$ cat src/rtl/gpio_irq_pkg.sv
package gpio_irq_pkg;

    localparam int REG_IDX_W  = 3;
    localparam int BYTE_OFS_W = 2;
    localparam int BUS_ADDR_W = REG_IDX_W + BYTE_OFS_W;

    typedef enum logic [REG_IDX_W-1:0] {
        IDX_DATA   = 3'd0,
        IDX_DIR    = 3'd1,
        IDX_PAD    = 3'd2,
        IDX_CFG_LO = 3'd3,
        IDX_CFG_HI = 3'd4,
        IDX_MASK   = 3'd5,
        IDX_STAT   = 3'd6,
        IDX_ANY    = 3'd7
    } reg_idx_e;

    typedef enum logic [1:0] {
        TRIG_LOW  = 2'b00,
        TRIG_HIGH = 2'b01,
        TRIG_RISE = 2'b10,
        TRIG_FALL = 2'b11
    } trig_e;

endpackage

$ cat src/rtl/gpio_pad_sync.sv
module gpio_pad_sync #(
    parameter int W = 32
) (
    input  logic         clk,
    input  logic         rst_n,
    input  logic [W-1:0] pad_i,
    output logic [W-1:0] sync_o,
    output logic [W-1:0] prev_o
);

    logic [W-1:0] meta_q;
    logic [W-1:0] sync_q;
    logic [W-1:0] prev_q;

    // two flops against metastability, a third for edge history
    always_ff @(posedge clk or negedge rst_n) begin
        if (!rst_n) begin
            meta_q <= '0;
            sync_q <= '0;
            prev_q <= '0;
        end else begin
            meta_q <= pad_i;
            sync_q <= meta_q;
            prev_q <= sync_q;
        end
    end

    assign sync_o = sync_q;
    assign prev_o = prev_q;

endmodule

$ cat src/rtl/gpio_pin_detect.sv
module gpio_pin_detect
    import gpio_irq_pkg::*;
(
    input  logic  sync_i,
    input  logic  prev_i,
    input  trig_e code_i,
    input  logic  any_i,
    output logic  evt_o
);

    always_comb begin
        evt_o = 1'b0;
        if (any_i) begin
            evt_o = sync_i ^ prev_i;
        end else begin
            unique case (code_i)
                TRIG_LOW:  evt_o = ~sync_i;
                TRIG_HIGH: evt_o = sync_i;
                TRIG_RISE: evt_o = sync_i & ~prev_i;
                TRIG_FALL: evt_o = ~sync_i & prev_i;
            endcase
        end
    end

endmodule

$ cat src/rtl/gpio_csr.sv
module gpio_csr
    import gpio_irq_pkg::*;
#(
    parameter int PINS = 32
) (
    input  logic            clk,
    input  logic            rst_n,
    input  logic            bus_sel,
    input  logic            bus_we,
    input  reg_idx_e        idx_i,
    input  logic [PINS-1:0] wdata_i,
    output logic [PINS-1:0] rdata_o,
    input  logic [PINS-1:0] pad_sync_i,
    input  logic [PINS-1:0] evt_i,
    output logic [PINS-1:0] data_o,
    output logic [PINS-1:0] dir_o,
    output logic [PINS-1:0] cfg_lo_o,
    output logic [PINS-1:0] cfg_hi_o,
    output logic [PINS-1:0] mask_o,
    output logic [PINS-1:0] stat_o,
    output logic [PINS-1:0] any_o
);

    logic            wr;
    logic [PINS-1:0] clr_vec;
    logic [PINS-1:0] data_q, dir_q, cfg_lo_q, cfg_hi_q, mask_q, stat_q, any_q;

    assign wr      = bus_sel & bus_we;
    assign clr_vec = (wr && idx_i == IDX_STAT) ? wdata_i : '0;

    always_ff @(posedge clk or negedge rst_n) begin
        if (!rst_n) begin
            data_q   <= '0;
            dir_q    <= '0;
            cfg_lo_q <= '0;
            cfg_hi_q <= '0;
            mask_q   <= '0;
            any_q    <= '0;
        end else if (wr) begin
            unique case (idx_i)
                IDX_DATA:   data_q   <= wdata_i;
                IDX_DIR:    dir_q    <= wdata_i;
                IDX_PAD:    ;
                IDX_CFG_LO: cfg_lo_q <= wdata_i;
                IDX_CFG_HI: cfg_hi_q <= wdata_i;
                IDX_MASK:   mask_q   <= wdata_i;
                IDX_STAT:   ;
                IDX_ANY:    any_q    <= wdata_i;
            endcase
        end
    end

    // a fresh event outranks a write-one clear in the same cycle
    always_ff @(posedge clk or negedge rst_n) begin
        if (!rst_n) begin
            stat_q <= '0;
        end else begin
            stat_q <= (stat_q & ~clr_vec) | evt_i;
        end
    end

    always_comb begin
        rdata_o = '0;
        if (bus_sel && !bus_we) begin
            unique case (idx_i)
                IDX_DATA:   rdata_o = data_q;
                IDX_DIR:    rdata_o = dir_q;
                IDX_PAD:    rdata_o = pad_sync_i;
                IDX_CFG_LO: rdata_o = cfg_lo_q;
                IDX_CFG_HI: rdata_o = cfg_hi_q;
                IDX_MASK:   rdata_o = mask_q;
                IDX_STAT:   rdata_o = stat_q;
                IDX_ANY:    rdata_o = any_q;
            endcase
        end
    end

    assign data_o   = data_q;
    assign dir_o    = dir_q;
    assign cfg_lo_o = cfg_lo_q;
    assign cfg_hi_o = cfg_hi_q;
    assign mask_o   = mask_q;
    assign stat_o   = stat_q;
    assign any_o    = any_q;

    AST_DIR_WRITE: assert property (@(posedge clk) disable iff (!rst_n)
        (wr && idx_i == IDX_DIR) |=> (dir_q == $past(wdata_i)));
    AST_DATA_WRITE: assert property (@(posedge clk) disable iff (!rst_n)
        (wr && idx_i == IDX_DATA) |=> (data_q == $past(wdata_i)));
    AST_STAT_NO_DROP: assert property (@(posedge clk) disable iff (!rst_n)
        !(wr && idx_i == IDX_STAT) |=> (($past(stat_q) & ~stat_q) == '0));
    AST_EVT_LATCH: assert property (@(posedge clk) disable iff (!rst_n)
        (evt_i != '0) |=> ((stat_q & $past(evt_i)) == $past(evt_i)));

endmodule

$ cat src/rtl/gpio_irq_port.sv
module gpio_irq_port
    import gpio_irq_pkg::*;
#(
    parameter int PINS = 32
) (
    input  logic                  clk,
    input  logic                  rst_n,
    input  logic                  bus_sel,
    input  logic                  bus_we,
    input  logic [BUS_ADDR_W-1:0] bus_addr,
    input  logic [PINS-1:0]       bus_wdata,
    output logic [PINS-1:0]       bus_rdata,
    input  logic [PINS-1:0]       pad_in,
    output logic [PINS-1:0]       pad_out,
    output logic [PINS-1:0]       pad_oe,
    output logic                  irq_lo,
    output logic                  irq_hi,
    output logic                  irq_any
);

    localparam int HALF = PINS / 2;

    reg_idx_e        idx;
    logic [PINS-1:0] pad_sync, pad_prev, evt;
    logic [PINS-1:0] cfg_lo, cfg_hi, mask, stat, any_sel;
    logic [PINS-1:0] pend;
    wire             unused_byte_ofs = ^bus_addr[BYTE_OFS_W-1:0];

    assign idx = reg_idx_e'(bus_addr[BYTE_OFS_W +: REG_IDX_W]);

    gpio_pad_sync #(.W(PINS)) u_sync (
        .clk    (clk),
        .rst_n  (rst_n),
        .pad_i  (pad_in),
        .sync_o (pad_sync),
        .prev_o (pad_prev)
    );

    for (genvar g = 0; g < PINS; g++) begin : g_pin
        trig_e code;
        if (g < HALF) begin : g_lo
            assign code = trig_e'(cfg_lo[2*g +: 2]);
        end else begin : g_hi
            assign code = trig_e'(cfg_hi[2*(g-HALF) +: 2]);
        end
        gpio_pin_detect u_det (
            .sync_i (pad_sync[g]),
            .prev_i (pad_prev[g]),
            .code_i (code),
            .any_i  (any_sel[g]),
            .evt_o  (evt[g])
        );
    end

    gpio_csr #(.PINS(PINS)) u_csr (
        .clk        (clk),
        .rst_n      (rst_n),
        .bus_sel    (bus_sel),
        .bus_we     (bus_we),
        .idx_i      (idx),
        .wdata_i    (bus_wdata),
        .rdata_o    (bus_rdata),
        .pad_sync_i (pad_sync),
        .evt_i      (evt),
        .data_o     (pad_out),
        .dir_o      (pad_oe),
        .cfg_lo_o   (cfg_lo),
        .cfg_hi_o   (cfg_hi),
        .mask_o     (mask),
        .stat_o     (stat),
        .any_o      (any_sel)
    );

    assign pend    = stat & mask;
    assign irq_lo  = |pend[HALF-1:0];
    assign irq_hi  = |pend[PINS-1:HALF];
    assign irq_any = irq_lo | irq_hi;

    AST_IRQ_MASKED: assert property (@(posedge clk) disable iff (!rst_n)
        (mask == '0) |-> !irq_any);
    AST_IRQ_NEEDS_STATUS: assert property (@(posedge clk) disable iff (!rst_n)
        (stat == '0) |-> !(irq_lo || irq_hi));

endmodule

$ cat config.mk
export PLATFORM = sky130hd
export DESIGN_NAME = gpio_irq_port
export DESIGN_NICKNAME = d
export VERILOG_FILES = /design/src/rtl/gpio_irq_pkg.sv /design/src/rtl/gpio_pad_sync.sv /design/src/rtl/gpio_pin_detect.sv /design/src/rtl/gpio_csr.sv /design/src/rtl/gpio_irq_port.sv
export SDC_FILE = /design/constraint.sdc
export NUM_CORES = 1
export LEC_CHECK = 0
export BUFFER_PORTS_ARGS = -buffer_cell sky130_fd_sc_hd__buf_2
export CAP_MARGIN = 20
export CORE_MARGIN = 3
export CORE_UTILIZATION = 45
export DETAILED_ROUTE_END_ITERATION = 12
export PLACE_DENSITY = 0.63
export RECOVER_POWER = 25
export SLEW_MARGIN = 20
export SYNTH_ARGS = -nofsm -noshare
export SYNTH_HDL_FRONTEND = slang
export SYNTH_SLANG_ARGS = --single-unit
export TNS_END_PERCENT = 30
$ cat constraint.sdc
create_clock -name clk -period 7.2 [get_ports clk]
set_clock_uncertainty 0.05 [all_clocks]
set_input_delay 2.16 -clock clk [delete_from_list [all_inputs] [get_ports clk]]
set_output_delay 2.16 -clock clk [all_outputs]
set_load 0.1 [all_outputs]
==> flow_summary.ini <==
[timing]
total_count_of_max_transition_violations_in_the_final_report = 96
fmaxAchievable_ghz = 0.1533
timing_worst_slew_pin_value_ns = 4.443
finalHoldViolations = 0
timing.setup.tns_ns = 0
hold_ws_ns = 0.2925
final_critical_delay_including_setup_and_external_delays_ns = 6.523
max-slew-margin-rel_pct = -196.2
finalSetupViolCount = 0
finalCritPeriodShare_pct = 90.59
rsz0062_at_grt = false

[synthesis]
synthesized_area_divided_by_synthesized_cell_count_um2 = 11.86
yosys_warnings = 0
synthArstFlopShare_pct = 100.0
synth_enable_flop_cells = 0
yosys_most_used_dff = sky130_fd_sc_hd__dfrtp_1
synth.net_count = 1422
synth_seq_area_share_pct = 52.55
ys_types = 38
combined_area_of_all_synthesized_cells_um2 = 15240
synth_cells = 1285
synth.ff_latch_count = 320

[global_routing]
first_global_vias = 11440
grt-ovfl-total = 0
grt_first_pass_wirelength_um = 67760
largest_net_degree_at_the_start_of_global_routing = 128
antenna_found_initial = 1
grt_usage_pct = 24.20

[drt]
detailed_route_wl_um = 43440
drt-pass1-iter-count = 7
avgViaCountPerCell = 5.763
detail_route.wl_per_cell_um = 22.60
postRouteAntennaNets = 0
detail_route.drc_violations = 0
vias = 11080
dr.first_iter.drc_count = 719

[critical_path]
worst-path-max-fanout = 50
crit_family = buffers and inverters
setup.worst_path.end_class = output port
cp_slowest_stage_delay_ns = 0.59
critPathLaunchType = primary input
critical_path.n_buffers_inverters = 4
worst-endpoint-arrival_ns = 4.31
crit_top_cell = sky130_fd_sc_hd__buf_4
crit_path_top_delay_cell = sky130_fd_sc_hd__a221oi_1
critical_path.cell_chain = buf_2 > buf_4 > nor2_1 > buf_4 > a221oi_1 > a21oi_1 > buf_12
worstSetupPathType = in -> out
cp.required_ns = 4.99
r2r_setup_slack_ns = 5.68

[clocking]
clk_pin_slew_ns = 0.06
cts_resized = 0
post_cts_hold_buffer_count = 0
tritoncts = built
clock-root-buffer = sky130_fd_sc_hd__clkbuf_16
clk-insertion-delay-late_ns = 0.51
htree_levels = 2
buffers_from_clock_root_to_sink_at_most = 3
post_cts_buffers = 0
cts_sinks = 320
tritoncts.num_buffers = 36

[floorplanning]
die_height_um = 190.0
floorplan.die_area_um2 = 36110
start_util_pct = 46.25
rows = 66
die_width_um = 190.0
io_pins = 172
design.core.area_um2 = 32950

[finish]
layout.area.seq_um2 = 8008
fillers = 2807
design.final.nets = 1592
layout_cells_sized_above_1_pct = 28.13
mostFrequentLayoutCells = 320 x sky130_fd_sc_hd__dfrtp_1, 157 x sky130_fd_sc_hd__mux2_2, 135 x sky130_fd_sc_hd__buf_2, 129 x sky130_fd_sc_hd__inv_1, 93 x sky130_fd_sc_hd__nand2_1
finish.utilization_pct = 55.42
syn2layout_area_growth_pct = 19.83
area_occupied_by_multi_input_gates_um2 = 6489
mostFrequentLayoutCell = sky130_fd_sc_hd__dfrtp_1

[power_and_ir_drop]
worst_ir_drop_vdd_mv = 0.2157
seq_pwr_share_pct = 41.6
pwr-share-comb_pct = 27.4
power_internal_w = 0.003638
power.density_nw_per_um2 = 316.1
switching_pwr_w = 0.002135
fin_total_pwr_w = 0.005773
sw_frac_of_total_pct = 36.99
static-leakage-power_nw = 8.260
clock_power_share_pct = 31.0

[place]
gp_congestion = 0.8250
buffer_ports.inserted = 169
hpwl_um = 29260

[worst_hold_path]
holdCritPathClass = reg -> reg

[outcome]
run_status = finished, violations left
failed_checks = max-capacitance violations, max-slew violations

[job]
maxcap_violations = 1
[logic make-up (layout without fill, tap and decap cells)]
kind of cell    after synthesis  in the layout  share of synthesized area [%]
simple gates                171            171                          5.041
buf+inv                     194            388                          5.098
fa+ha+maj                    64             64                          5.255
flops                       320            320                          52.55
mux                         245            245                          17.74
compound gates              281            281                          13.74
xor+xnor                     10             10                         0.5747
other cells                   0              1                              0
[final cells by class]
type | instances | share of cell area, %
Inverter | 129 | 2.652
Tap cell | 442 | 3.028
Timing Repair Buffer | 197 | 8.606
Multi-Input combinational cell | 771 | 35.53
Antenna cell | 1 | 0.01370
Clock inverter | 3 | 0.08222
Clock buffer | 59 | 6.235
Sequential cell | 320 | 43.85
[power by group through the flow]
stage          Sequential, W  Clock, W  Combinational [W]
4_1_cts              0.00240   0.00183            0.00159
3_5_place_dp         0.00243         0            0.00158
6_report             0.00240   0.00179            0.00158
3_3_place_gp         0.00241         0            0.00156
2_1_floorplan        0.00294         0           0.000616
5_1_grt              0.00244   0.00192            0.00167
[worst paths after layout]
check	startpoint	end	cells after the start
worst max-delay path	bus_addr[4]	bus_rdata[16]	7
worst min-delay path	u_sync.meta_q[29]	u_sync.sync_o[29]	0
worst max register to register	u_sync.sync_o[14]	u_csr.stat_o[14]	6
worst min register to register	u_sync.meta_q[29]	u_sync.sync_o[29]	0
max in group asynchronous	rst_n	u_csr.dir_o[15]	1
min in group asynchronous	rst_n	u_sync.meta_q[30]	1
[sequential cells by signal (all words and copies together), names as in the netlist]
register,cells
u_csr.data_o,32
u_sync.prev_o,32
u_csr.dir_o,32
u_sync.meta_q,32
u_csr.any_o,32
u_csr.cfg_lo_o,32
u_csr.stat_o,32
u_csr.cfg_hi_o,32
u_csr.mask_o,32
u_sync.sync_o,32
[per-stage QoR]
| stage | cells | worst slack, ns | area (um2) |
|---|---|---|---|
| global route | 1922 | 0.4462 | 18260 |
| global placement | 1859 | 0.8357 | 17110 |
| detailed placement | 1859 | 0.7903 | 17110 |
| CTS | 1921 | 0.7919 | 18260 |
| floorplan | 1285 | 0.3799 | 15240 |
| finish | 1922 | 0.6772 | 18260 |
[synthesized netlist by cell type, drive strengths merged, types with 31 or more instances]
cell type / count / share of area [%]
nand2: 93 / 2.3
ha: 64 / 5.3
a21oi: 31 / 1.0
nor2: 32 / 0.80
dfrtp: 320 / 53
o21ai: 50 / 1.6
mux2i: 53 / 3.5
inv: 129 / 3.2
a211oi: 36 / 1.8
a221oi: 51 / 2.9
buf: 39 / 1.3
mux2: 191 / 14
[metal layers]
| metal | track usage, % | wire length, um | part of all wire (%) |
|---|---|---|---|
| met5 | 0 | 0 | 0 |
| met4 | 8.018 | 1318 | 3.0 |
| met3 | 4.680 | 2881 | 6.6 |
| met2 | 37.72 | 19930 | 46 |
| met1 | 34.14 | 19310 | 44 |
[worst register-to-register path, stage by stage, from the launching register on]
cell and delay [ns]:
sky130_fd_sc_hd__dfrtp_1 0.47, sky130_fd_sc_hd__inv_1 0.08, sky130_fd_sc_hd__ha_1 0.18, sky130_fd_sc_hd__and2_0 0.12, sky130_fd_sc_hd__o21ai_0 0.15, sky130_fd_sc_hd__mux2i_1 0.10
sky130_fd_sc_hd__a211o_1 0.26
No activity file was read; power rests on OpenSTA's default activity.
